### src/rtl/rx_fw_pkg.sv
package rx_fw_pkg;
  typedef enum logic [1:0] {FM_IDLE, FM_SKIP, FM_FILL, FM_DRAIN} fill_mode_e;
  typedef enum logic [2:0] {TS_IDLE, TS_COUNT, TS_SKIP, TS_ENTRY, TS_FILL, TS_DRAIN} walk_state_e;
  localparam int unsigned CB_LIST   = 16;
  localparam int unsigned CB_LENFST = 17;
  localparam int unsigned CB_HDR    = 18;
  localparam int unsigned CB_RSV_LO = 19;
endpackage

### src/rtl/rx_fw_wordrd.sv
module rx_fw_wordrd #(
  parameter int AW = 32
) (
  input  logic          clk,
  input  logic          rst,
  input  logic          start,
  input  logic [AW-1:0] start_addr,
  input  logic          two,
  output logic          rd_done,
  output logic [31:0]   word0,
  output logic [31:0]   word1,
  output logic          rd_req_valid,
  input  logic          rd_req_ready,
  output logic [AW-1:0] rd_req_addr,
  input  logic          rd_rsp_valid,
  input  logic [31:0]   rd_rsp_data
);
  typedef enum logic [1:0] {RS_IDLE, RS_REQ, RS_WAIT} rd_state_e;
  rd_state_e     st;
  logic [AW-1:0] addr;
  logic          two_q;
  logic          sel;

  assign rd_req_valid = (st == RS_REQ);
  assign rd_req_addr  = addr;

  always_ff @(posedge clk) begin
    if (rst) begin
      st      <= RS_IDLE;
      addr    <= '0;
      two_q   <= 1'b0;
      sel     <= 1'b0;
      rd_done <= 1'b0;
      word0   <= '0;
      word1   <= '0;
    end else begin
      rd_done <= 1'b0;
      case (st)
        RS_IDLE: if (start) begin
          addr  <= start_addr;
          two_q <= two;
          sel   <= 1'b0;
          st    <= RS_REQ;
        end
        RS_REQ: if (rd_req_ready) st <= RS_WAIT;
        RS_WAIT: if (rd_rsp_valid) begin
          if (!sel) word0 <= rd_rsp_data;
          else      word1 <= rd_rsp_data;
          if (two_q && !sel) begin
            sel  <= 1'b1;
            addr <= addr + AW'(4);
            st   <= RS_REQ;
          end else begin
            st      <= RS_IDLE;
            rd_done <= 1'b1;
          end
        end
        default: st <= RS_IDLE;
      endcase
    end
  end

  AST_REQ_HOLD: assert property (@(posedge clk) disable iff (rst)
    rd_req_valid && !rd_req_ready |=> rd_req_valid && $stable(rd_req_addr));
  AST_NO_REQ_IN_FLIGHT: assert property (@(posedge clk) disable iff (rst)
    rd_req_valid && rd_req_ready |=> !rd_req_valid);
endmodule

### src/rtl/rx_fw_fill.sv
module rx_fw_fill
  import rx_fw_pkg::*;
#(
  parameter int AW = 32,
  parameter int LW = 16,
  parameter int DW = 8
) (
  input  logic          clk,
  input  logic          rst,
  input  logic          load,
  input  fill_mode_e    load_mode,
  input  logic [AW-1:0] load_addr,
  input  logic [LW-1:0] load_len,
  input  logic          s_valid,
  input  logic [DW-1:0] s_data,
  input  logic          s_last,
  output logic          s_ready,
  output logic          wr_valid,
  input  logic          wr_ready,
  output logic [AW-1:0] wr_addr,
  output logic [DW-1:0] wr_data,
  output logic          evt_eof,
  output logic          evt_exh
);
  fill_mode_e    mode;
  logic [AW-1:0] cur;
  logic [LW-1:0] rem;
  logic          beat;

  assign s_ready  = (mode == FM_FILL) ? wr_ready : ((mode == FM_SKIP) || (mode == FM_DRAIN));
  assign wr_valid = (mode == FM_FILL) && s_valid;
  assign wr_addr  = cur;
  assign wr_data  = s_data;
  assign beat     = s_valid && s_ready;

  always_ff @(posedge clk) begin
    if (rst) begin
      mode    <= FM_IDLE;
      cur     <= '0;
      rem     <= '0;
      evt_eof <= 1'b0;
      evt_exh <= 1'b0;
    end else begin
      evt_eof <= 1'b0;
      evt_exh <= 1'b0;
      if (load) begin
        cur <= load_addr;
        rem <= load_len;
        if (load_mode != FM_DRAIN && load_len == '0) begin
          mode    <= FM_IDLE;
          evt_exh <= 1'b1;
        end else begin
          mode <= load_mode;
        end
      end else if (beat) begin
        if (s_last) begin
          mode    <= FM_IDLE;
          evt_eof <= 1'b1;
        end else if (mode != FM_DRAIN) begin
          rem <= rem - LW'(1);
          cur <= cur + AW'(1);
          if (rem == LW'(1)) begin
            mode    <= FM_IDLE;
            evt_exh <= 1'b1;
          end
        end
      end
    end
  end

  AST_EVT_EXCLUSIVE: assert property (@(posedge clk) disable iff (rst)
    !(evt_eof && evt_exh));
  AST_FILL_HAS_ROOM: assert property (@(posedge clk) disable iff (rst)
    (mode == FM_FILL) |-> (rem != '0));
  AST_ADDR_STEP: assert property (@(posedge clk) disable iff (rst)
    wr_valid && wr_ready && !s_last |=> (wr_valid |-> wr_addr == $past(wr_addr) + AW'(1)));
endmodule

### src/rtl/rx_frag_walker.sv
module rx_frag_walker
  import rx_fw_pkg::*;
#(
  parameter int AW = 32,
  parameter int LW = 16,
  parameter int CW = 16
) (
  input  logic          clk,
  input  logic          rst,
  input  logic          desc_valid,
  output logic          desc_ready,
  input  logic [AW-1:0] desc_ptr,
  input  logic [31:0]   desc_ctrl,
  output logic          rd_req_valid,
  input  logic          rd_req_ready,
  output logic [AW-1:0] rd_req_addr,
  input  logic          rd_rsp_valid,
  input  logic [31:0]   rd_rsp_data,
  input  logic          s_valid,
  input  logic [7:0]    s_data,
  input  logic          s_last,
  output logic          s_ready,
  output logic          wr_valid,
  input  logic          wr_ready,
  output logic [AW-1:0] wr_addr,
  output logic [7:0]    wr_data,
  output logic          done,
  output logic          sts_frag_err,
  output logic          sts_hdr_copied,
  output logic          sts_bad_desc
);
  localparam int ENTRY_SHIFT = 3;

  walk_state_e   st;
  logic [AW-1:0] base;
  logic [LW-1:0] off;
  logic [CW-1:0] cnt, idx;
  logic          lf_q, hdr_q, err_q;

  logic          rd_start, rd_two, rd_done;
  logic [AW-1:0] rd_addr;
  logic [31:0]   w0, w1;

  logic          ld;
  fill_mode_e    ld_mode;
  logic [AW-1:0] ld_addr;
  logic [LW-1:0] ld_len;
  logic          evt_eof, evt_exh;

  logic          bad_now;
  logic [AW-1:0] entry_addr;

  assign desc_ready = (st == TS_IDLE) && !done;
  assign bad_now    = (desc_ctrl[31:CB_RSV_LO] != '0) ||
                      (desc_ctrl[CB_LIST] && desc_ptr[1:0] != 2'b00);
  assign entry_addr = base + AW'(4) + (AW'(idx) << ENTRY_SHIFT);

  rx_fw_wordrd #(.AW(AW)) u_rd (
    .clk, .rst,
    .start(rd_start), .start_addr(rd_addr), .two(rd_two),
    .rd_done, .word0(w0), .word1(w1),
    .rd_req_valid, .rd_req_ready, .rd_req_addr,
    .rd_rsp_valid, .rd_rsp_data
  );

  rx_fw_fill #(.AW(AW), .LW(LW), .DW(8)) u_fill (
    .clk, .rst,
    .load(ld), .load_mode(ld_mode), .load_addr(ld_addr), .load_len(ld_len),
    .s_valid, .s_data, .s_last, .s_ready,
    .wr_valid, .wr_ready, .wr_addr, .wr_data,
    .evt_eof, .evt_exh
  );

  always_ff @(posedge clk) begin
    if (rst) begin
      st             <= TS_IDLE;
      base           <= '0;
      off            <= '0;
      cnt            <= '0;
      idx            <= '0;
      lf_q           <= 1'b0;
      hdr_q          <= 1'b0;
      err_q          <= 1'b0;
      rd_start       <= 1'b0;
      rd_two         <= 1'b0;
      rd_addr        <= '0;
      ld             <= 1'b0;
      ld_mode        <= FM_IDLE;
      ld_addr        <= '0;
      ld_len         <= '0;
      done           <= 1'b0;
      sts_frag_err   <= 1'b0;
      sts_hdr_copied <= 1'b0;
      sts_bad_desc   <= 1'b0;
    end else begin
      done           <= 1'b0;
      sts_frag_err   <= 1'b0;
      sts_hdr_copied <= 1'b0;
      sts_bad_desc   <= 1'b0;
      rd_start       <= 1'b0;
      ld             <= 1'b0;
      case (st)
        TS_IDLE: if (desc_valid && desc_ready) begin
          base  <= desc_ptr;
          lf_q  <= desc_ctrl[CB_LENFST];
          hdr_q <= desc_ctrl[CB_HDR];
          off   <= desc_ctrl[LW-1:0];
          err_q <= 1'b0;
          idx   <= '0;
          if (bad_now) begin
            done         <= 1'b1;
            sts_bad_desc <= 1'b1;
          end else if (desc_ctrl[CB_LIST]) begin
            rd_start <= 1'b1;
            rd_addr  <= desc_ptr;
            rd_two   <= 1'b0;
            st       <= TS_COUNT;
          end else begin
            ld      <= 1'b1;
            ld_mode <= FM_FILL;
            ld_addr <= desc_ptr;
            ld_len  <= desc_ctrl[LW-1:0];
            cnt     <= CW'(1);
            idx     <= CW'(1);
            st      <= TS_FILL;
          end
        end
        TS_COUNT: if (rd_done) begin
          cnt <= w0[CW-1:0];
          ld  <= 1'b1;
          if (w0[CW-1:0] == '0) begin
            err_q   <= 1'b1;
            ld_mode <= FM_DRAIN;
            st      <= TS_DRAIN;
          end else begin
            ld_mode <= FM_SKIP;
            ld_len  <= off;
            st      <= TS_SKIP;
          end
        end
        TS_SKIP: begin
          if (evt_eof) begin
            done           <= 1'b1;
            sts_hdr_copied <= hdr_q;
            st             <= TS_IDLE;
          end else if (evt_exh) begin
            rd_start <= 1'b1;
            rd_addr  <= entry_addr;
            rd_two   <= 1'b1;
            st       <= TS_ENTRY;
          end
        end
        TS_ENTRY: if (rd_done) begin
          ld      <= 1'b1;
          ld_mode <= FM_FILL;
          ld_addr <= lf_q ? w1 : w0;
          ld_len  <= lf_q ? w0[LW-1:0] : w1[LW-1:0];
          idx     <= idx + CW'(1);
          st      <= TS_FILL;
        end
        TS_FILL: begin
          if (evt_eof) begin
            done           <= 1'b1;
            sts_hdr_copied <= hdr_q;
            st             <= TS_IDLE;
          end else if (evt_exh) begin
            if (idx < cnt) begin
              rd_start <= 1'b1;
              rd_addr  <= entry_addr;
              rd_two   <= 1'b1;
              st       <= TS_ENTRY;
            end else begin
              if (!hdr_q) err_q <= 1'b1;
              ld      <= 1'b1;
              ld_mode <= FM_DRAIN;
              st      <= TS_DRAIN;
            end
          end
        end
        TS_DRAIN: if (evt_eof) begin
          done           <= 1'b1;
          sts_frag_err   <= err_q;
          sts_hdr_copied <= hdr_q && !err_q;
          st             <= TS_IDLE;
        end
        default: st <= TS_IDLE;
      endcase
    end
  end

  AST_LIST_ALIGNED: assert property (@(posedge clk) disable iff (rst)
    rd_req_valid |-> rd_req_addr[1:0] == 2'b00);
  AST_DONE_PULSE: assert property (@(posedge clk) disable iff (rst)
    done |=> !done);
  AST_FLAGS_WITH_DONE: assert property (@(posedge clk) disable iff (rst)
    (sts_frag_err || sts_hdr_copied || sts_bad_desc) |-> done);
  AST_IDLE_QUIET: assert property (@(posedge clk) disable iff (rst)
    desc_ready |-> !s_ready && !rd_req_valid);
  AST_ERR_HDR_EXCL: assert property (@(posedge clk) disable iff (rst)
    !(sts_frag_err && sts_hdr_copied));
endmodule

### config.mk
export PLATFORM = sky130hd
export DESIGN_NAME = rx_frag_walker
export DESIGN_NICKNAME = d
export VERILOG_FILES = /design/src/rtl/rx_fw_pkg.sv /design/src/rtl/rx_fw_wordrd.sv /design/src/rtl/rx_fw_fill.sv /design/src/rtl/rx_frag_walker.sv
export SDC_FILE = /design/constraint.sdc
export NUM_CORES = 1
export LEC_CHECK = 0
export BUFFER_PORTS_ARGS = -buffer_cell sky130_fd_sc_hd__buf_2
export CAP_MARGIN = 15
export CELL_PAD_IN_SITES_DETAIL_PLACEMENT = 1
export CELL_PAD_IN_SITES_GLOBAL_PLACEMENT = 2
export CORE_MARGIN = 2
export CORE_UTILIZATION = 37
export CTS_CLUSTER_SIZE = 30
export DETAILED_ROUTE_END_ITERATION = 10
export PLACE_DENSITY = 0.89
export SLEW_MARGIN = 10
export SYNTH_ARGS = -nofsm -noshare
export SYNTH_HDL_FRONTEND = slang
export SYNTH_HIERARCHICAL = 1
export SYNTH_SLANG_ARGS = --single-unit
### constraint.sdc
create_clock -name clk -period 3.74 [get_ports clk]
set_input_delay 0.561 -clock clk [delete_from_list [all_inputs] [get_ports clk]]
set_output_delay 0.561 -clock clk [all_outputs]
set_load 0.02 [all_outputs]
[Word level (Yosys, flattened, before mapping)]
Index checks and enable logic that the tools add are counted.
Storage, ports and cells
  flip-flop bits (word level): 328
  bits of input ports: 112
  output and inout bits: 80
Operators by class
  add/subtract/negate cells: 6
  magnitude comparators: 1
  eq/ne operators: 36
  mux-type cells: 133
  bitwise gates (word level): 7
  reduce and logical (&&, ||, !) cells: 53
Operators by type and width (number)
  2-to-1 mux 32 bit: 20
  2-to-1 mux 16 bit: 17
  one-hot mux 32 bit (2 select lines): 2
  one-hot mux 32 bit (3 select lines): 1
  adder 32 x 3 -> 32 bit, second input constant: 2
  one-hot mux 16 bit (2 select lines): 2
  2-to-1 mux 1 bit: 50
  one-hot mux 16 bit (3 select lines): 1
  2-to-1 mux 2 bit: 18
  2-to-1 mux 3 bit: 12
  adder 32 x 1 -> 32 bit, second input constant: 1
  adder 32 x 19 -> 32 bit: 1
  logical NOT 16 bit: 2
  != test 2 bit, second input constant: 14
  != test 2 x 1 -> 1 bit, second input constant: 9
  one-hot mux 3 bit (6 select lines): 1
  AND reduction 3 bit: 6
  AND reduction 9 bit: 2
  adder 16 x 1 -> 16 bit, second input constant: 1
  equality test 16 x 1 -> 1 bit, second input constant: 1
  < comparator 16 bit: 1
  subtractor 16 x 1 -> 16 bit, second input constant: 1
  nonzero test 3 bit: 5
  AND reduction 7 bit: 2
  25 further kinds: 64

[Depth between registers and ports, before layout]
Gate-level depths: netlist (run 1).
  depth after elaboration: 6
  depth in mapped cells: 12
  mapped depth without buffers: 10

[Cells and area by module]
Netlist (run 1), hierarchy kept.
Modules (own cells, without submodules)
  rx_frag_walker: times used 1, cells an instance 1211, area each 9470.3 um^2, seq. area each 3503.4 um^2
  rx_fw_wordrd: times used 1, cells an instance 581, area each 4431.8 um^2, seq. area each 2021.9 um^2
  rx_fw_fill: times used 1, cells an instance 422, area each 3383.2 um^2, seq. area each 1041.0 um^2

[Worst setup path after synthesis (run 1)]
No wires, ideal clock.
  kind: flip-flop to flip-flop
  start: reg idx[2]
  end: reg rd_addr[21]
  data arrival time: 2411 ps
  required time: 3670 ps
  setup slack: 1259 ps
  cell stages (with the launch flop): 10
  path buffers: 0
  clock period less this slack: 2481 ps
  cells stage by stage: dfxtp_1 -> ha_1 -> o21ai_1 -> o21a_1 -> or4_4 -> a21oi_4 -> o31ai_2 -> nor4b_1 -> or4_1 -> a21oi_1
Between the ends
  word-level cells in the longest chain between the ends: 5
  elaborated cells between the ends (all ways): 10
RTL lines
  start, declared: RTL line rx_frag_walker.sv:37  | logic [CW-1:0] cnt, idx;
  start signal, assigned: RTL line rx_frag_walker.sv:158  | idx <= idx + CW'(1);
  adder 32 x 19 -> 32 bit: RTL line rx_frag_walker.sv:56  | assign entry_addr = base + AW'(4) + (AW'(idx) << ENTRY_SHIFT);
  2-to-1 mux 32 bit: RTL line rx_frag_walker.sv:167  | if (idx < cnt) begin
  2-to-1 mux 32 bit: RTL line rx_frag_walker.sv:166  | end else if (evt_exh) begin
  2-to-1 mux 32 bit: RTL line rx_frag_walker.sv:162  | if (evt_eof) begin
  one-hot mux 32 bit (3 select lines): RTL line rx_frag_walker.sv:102  | case (st)
  end signal, assigned: RTL line rx_frag_walker.sv:115  | rd_addr <= desc_ptr;
  end signal, assigned: RTL line rx_frag_walker.sv:148  | rd_addr <= entry_addr;
  end signal, assigned: RTL line rx_frag_walker.sv:169  | rd_addr <= entry_addr;
  end, declared: RTL line rx_frag_walker.sv:41  | logic [AW-1:0] rd_addr;
Parallel ways exist; a longest one is shown, timed or not. The select of a mux whose other input is x is not followed.
A chain may end at the register's enable or synchronous reset.

[Final worst setup path (run 1)]
  start: reg idx[7]
  end: reg rd_addr[14]
The elaborated chain is that of the path after synthesis.

==> results.yml, run 1 <==
route:
  drt_iter0_drc: 1258
  vias_per_cell: 5.84
  ant_nets: 0
  routed_wl_um: 61900
  drc: 0
  first_pass_iters: 5
  via_count: 17100
  wl_per_cell_um: 21.2
sta:
  drv_slew: 0
  fin_skew_ns: 0.0184
  min_period_ns: 3.23
  finalHoldViolations: 0
  slew_headroom_pct: 25.0
  rsz0062_at_grt: "no"
  clock.fmax_ghz: 0.310
  setup_viol_count_final: 0
  worst_slew_pin_slew_ns: 1.12
  fin_setup_tns_ns: 0
  period_share_pct: 86.4
clock_network:
  cts_inserted_buffers: 40
  hold_buffers: 0
  post-cts-setup-buffer-count: 0
  clockBufferDepth: 3
  path_clk_slew_ns: 0.06
  clock_sinks: 328
  cts_resized: 0
  cts_tree: "built"
  worst_skew_pair.late_latency_ns: 0.57
  htree_levels: 2
  cts_root_buf: "clkbuf_16"
die:
  die_y_um: 220
  boundaryPins: 192
  initial_core_util_pct: 37.3
  fp.dieArea_sq_um: 48500
  core_area_sq_um: 46400
  die_w_um: 220
  floorplan.rows: 79
synth:
  synthCells: 2214
  ys_seq_area_share_pct: 38.0
  synth_top_area_cell: "dfxtp_1"
  synth.top_cells.by_area: "dfxtp_1 (38%), nand2_1 (8.9%), a21oi_1 (7.2%), mux2i_1 (4.0%), nor2_1 (3.7%)"
  syn_area_sq_um: 17300
  ys_warn_count: 6
  syn_nets: 2363
  ys_seq_elements: 328
  synth_most_common_cell: "nand2_1"
  synth_edf_count: 0
  ys.flop_type: "dfxtp_1"
  yosys.area.top_type_share_pct: 38.0
  synthArstFlopShare_pct: 0
  synth_common_cells: "nand2_1 (409), dfxtp_1 (328), a21oi_1 (248)"
  syn_avg_cell_area_sq_um: 7.81
  synth_cell_types: 93
layout:
  area_growth_pct: 14.7
  fin_nets: 2438
  drive_gt1_share_pct: 14.0
  diodes: 0
global_route:
  grt_use_total_pct: 25.3
  grt_pass1_vias: 17100
  antenna_found_initial: 0
  grt_max_degree: 110
  grt_pass1_wl_um: 96400
  overflow: 0
worst_setup_path:
  crit_fanout: 33
  cp-end-kind: "flip-flop"
  rr_startpoint: "idx[7]"
  worstPathArrival_ns: 3.69
  critPathLaunch: "idx[7]"
  required_ns: 4.20
  cp-start-kind: "flip-flop"
  criticalPathCategory: "reg2reg"
placed_design:
  gp_routability_congestion: 0.882
  portBuffers: 175
  dp.final_hpwl_um: 44100
run:
  maxCapViolations: 0
power:
  internal_power_mw: 6.99
  p_per_area_nw_per_um2: 527
  sw_frac_of_total_pct: 33.1
  power_leakage_nw: 7.18
  combPwrFrac_pct: 22.8
  vdd_drop_max_uv: 279
  p_switching_mw: 3.46
  finalPower_mw: 10.4
  p_seq_share_pct: 38.5
  p_clk_share_pct: 38.7
outcome:
  status: "complete, no violations"
hold_path:
  hold_class: "in2reg"
  worstHoldStart: "desc_ctrl[17]"
-- placed cells by master (no fill, tap or decap), types with 48 or more instances in the layout --
master	n
o21ai_0	50
nor2_1	169
mux2i_1	69
nor3_1	52
nand3_1	67
buf_2	174
dfxtp_1	327
inv_1	48
nand2_1	409
a21oi_1	246
a211oi_1	60
-- power groups by stage --
stage / combinational (mW) / clock [mW] / sequential [mW]
global placement: 2.31 / 0 / 4.08
detailed placement: 2.38 / 0 / 4.09
finish: 2.38 / 4.04 / 4.02
floorplan: 1.72 / 0 / 4.03
CTS: 2.39 / 4.11 / 4.02
global route: 2.63 / 4.28 / 4.06
-- flip-flops by register name, indices dropped and copies added, names as in the netlist, 3 cells and up --
register / cells
st: 3
rd_addr: 32
off: 16
cnt: 16
u_fill/rem: 16
u_fill/wr_addr: 32
base: 32
u_rd/word1: 32
ld_len: 16
u_rd/word0: 32
u_rd/rd_req_addr: 32
idx: 16
ld_addr: 32
-- final timing paths --
path	endpoint	slack [ns]	cells after the start
setup / recovery	rd_addr[14]	0.51	9
hold / removal	lf_q	0.22	3
setup reg to reg	rd_addr[14]	0.51	9
hold reg to reg	u_rd/word0[17]	0.45	2
-- cells by family after synthesis --
logic type	after synthesis	synth area share, %
and+or+nand+nor	935	25.8
muxes	70	4.06
adders and majority gates	37	2.72
DFF	328	38.0
buffers and inverters	222	5.40
xor gates and xnor gates	40	2.03
AOI/OAI and AO/OA	582	22.0
-- per-stage QoR --
step	util (%)	cells	hold slack (ns)	setup WS, ns	area (sq um)
floorplan	-	2214	0.426	1.26	17300
global placement	39.8	2853	0.441	0.618	18500
detailed placement	39.8	2853	0.447	0.507	18500
finish	42.8	2925	0.223	0.509	19800
global route	42.8	2925	0.229	0.297	19800
CTS	42.7	2924	0.204	0.489	19800
-- per-layer routing --
layer	track usage, %	part of all wire [%]	vias to the layer above	wire, um
met4	8.66	3.3	0	2050
met5	0	0	-	0
li1	-	-	8127	-
met2	41.6	47	447	28800
met1	33.9	45	8394	28000
met3	3.57	4.9	112	3030
-- worst max-delay path, stage by stage (launching register included) --
cell and delay, ns:
dfxtp_1 0.38, ha_1 0.35, nand4_1 0.14, o41a_1 0.43, o211ai_1 0.21, a31oi_2 0.20, o31ai_4 0.75, buf_12 0.28
a21oi_1 0.07, a221oi_1 0.30
-- area by class of cell --
cell class                 count  area, sq um
fill                        5643        26500
multi-input combinational   1664         9810
sequential                   328         6570
timing repair buffer         206         1160
clock buffer                  53         1140
tap                          607          759
clock inverter                18          203
inverter                      49          184
Power figures use the tool's default switching activity.
==> inputs of run 2 (changes only) <==
==> constraint.sdc (replaced) <==
create_clock -name clk -period 3.74 [get_ports clk]
set_input_delay 0.935 -clock clk [delete_from_list [all_inputs] [get_ports clk]]
set_output_delay 0.935 -clock clk [all_outputs]
set_load 0.02 [all_outputs]
==> run 2 against run 1 <==
Clock skew rose by 0.0056 ns. Sequential share of layout area shrank 0.084 points. Total power is 0.46% higher. Clock power about the same. First-iteration DRC count shrank 19%. Flip-flop and latch count is the same. Die area stayed put. Non-clock buffer count rose by 7. Maximum frequency increased by 2.5%. Routed wire length up 0.17%. Critical path type unchanged. Worst setup slack better by 0.079 ns. Clock-buffer cell count increased by 3.
==> results.yml, run 2 (synthesis results as in run 1) <==
sta:
  drv_slew: 0
  rsz0062_at_grt: "no"
  fin_setup_tns_ns: 0
  clock.fmax_ghz: 0.317
  min_period_ns: 3.15
  setup_viol_count_final: 0
  slew_headroom_pct: 23.0
  worst_slew_pin_slew_ns: 1.15
  fin_skew_ns: 0.0241
  period_share_pct: 84.3
  finalHoldViolations: 0
power:
  p_per_area_nw_per_um2: 528
  combPwrFrac_pct: 23.1
  internal_power_mw: 7.04
  power_leakage_nw: 7.21
  p_seq_share_pct: 38.4
  vdd_drop_max_uv: 322
  p_clk_share_pct: 38.5
  sw_frac_of_total_pct: 32.9
  finalPower_mw: 10.5
  p_switching_mw: 3.45
route:
  drc: 0
  first_pass_iters: 5
  drt_iter0_drc: 1014
  routed_wl_um: 62000
  wl_per_cell_um: 21.2
  via_count: 17100
  vias_per_cell: 5.83
  ant_nets: 0
worst_setup_path:
  required_ns: 4.16
  reg2regPathDepth: 9
  rr_startpoint: "idx[6]"
  criticalPathCategory: "reg2reg"
  rrSetupSlack_ns: 0.59
  worstPathArrival_ns: 3.57
  crit_fanout: 6
  worstReg2RegEnd: "rd_addr[30]"
  cp-end-kind: "flip-flop"
  cp-start-kind: "flip-flop"
  critPathLaunch: "idx[6]"
placed_design:
  dp.final_hpwl_um: 44400
  portBuffers: 175
  gp_routability_congestion: 0.881
die:
  die_w_um: 220
  boundaryPins: 192
  core_area_sq_um: 46400
  fp.dieArea_sq_um: 48500
  initial_core_util_pct: 37.3
  floorplan.rows: 79
  die_y_um: 220
hold_path:
  worstHoldPathCells: 2
  worstHoldStart: "cnt[11]"
  min_delay_worst_endpoint: "cnt[11]"
  hold_class: "reg2reg"
clock_network:
  cts_root_buf: "clkbuf_16"
  cts_inserted_buffers: 40
  path_clk_slew_ns: 0.06
  htree_levels: 2
  worst_skew_pair.late_latency_ns: 0.57
  cts_tree: "built"
  clock_sinks: 328
  hold_buffers: 0
  post-cts-setup-buffer-count: 0
  cts_resized: 0
  clockBufferDepth: 3
run:
  maxCapViolations: 0
layout:
  multiInputGateArea_sq_um: 9810
  area_growth_pct: 15.0
  fillCellCount: 5616
  fin_nets: 2445
  diodes: 0
  final_cell_mix: "nand2_1 (409), dfxtp_1 (327), a21oi_1 (246), buf_2 (174), nor2_1 (169)"
  final_common_cell: "nand2_1"
  ff_latch_area_sq_um: 6570
  drive_gt1_share_pct: 14.2
global_route:
  grt_pass1_vias: 16900
  grt_pass1_wl_um: 96100
  antenna_found_initial: 1
  grt_max_degree: 142
  overflow: 0
  grt_use_total_pct: 25.1
outcome:
  status: "complete, no violations"
## run 2: worst max-delay path, stage by stage, from the launching register on
cell,delay (ns)
dfxtp_1,0.43
ha_1,0.35
a2111o_1,0.44
a21oi_1,0.23
a21oi_1,0.14
a21boi_1,0.59
o21ai_0,0.33
nand2_1,0.17
xor2_1,0.19
o221ai_1,0.13
## run 2: cell type report
cell class / instances / share of cell area [%]
clock inverters: 14 / 0.963
flip-flops and latches: 328 / 33.0
repair buffers: 213 / 6.02
well taps: 607 / 3.82
multi-input cells: 1664 / 49.4
inverters: 49 / 0.925
clock buffers: 56 / 5.85
## run 2: per-layer routing
layer,part of all wire [%],up-vias,GRT usage (%)
met2,48,420,41.8
met5,0,-,0
met1,45,8456,33.5
met4,3.1,0,8.86
li1,-,8133,-
met3,4.5,84,3.13
## run 2: stage by stage
| step | std cells | instance area (sq um) | hold WS, ns | setup WS (ns) | util [%] |
|---|---|---|---|---|---|
| after global placement | 2860 | 18500 | 0.438 | 0.533 | 39.9 |
| after detailed placement | 2860 | 18500 | 0.447 | 0.431 | 39.9 |
| after CTS | 2930 | 19900 | 0.455 | 0.633 | 42.8 |
| final | 2931 | 19900 | 0.454 | 0.589 | 42.9 |
| after global routing | 2931 | 19900 | 0.475 | 0.399 | 42.9 |
| after floorplan | 2214 | 17300 | 0.426 | 0.994 | - |
## run 2: how the worst max path moves through the flow
| stage | cells past startpoint | to | slack [ns] |
|---|---|---|---|
| after global routing | 9 | rd_addr[23] | 0.40 |
| after detailed placement | 8 | cnt[0] | 0.43 |
| after CTS | 9 | rd_addr[23] | 0.63 |
| final | 9 | rd_addr[30] | 0.59 |
| after global placement | 8 | cnt[0] | 0.53 |
| after floorplan | 5 | desc_ready | 0.99 |
## run 2: power groups by stage
stage / Sequential [mW] / Combinational, mW / Clock (mW)
after floorplan: 4.03 / 1.72 / 0
final: 4.03 / 2.42 / 4.04
after CTS: 4.03 / 2.43 / 4.12
after global routing: 4.07 / 2.67 / 4.28
after detailed placement: 4.10 / 2.41 / 0
after global placement: 4.08 / 2.33 / 0
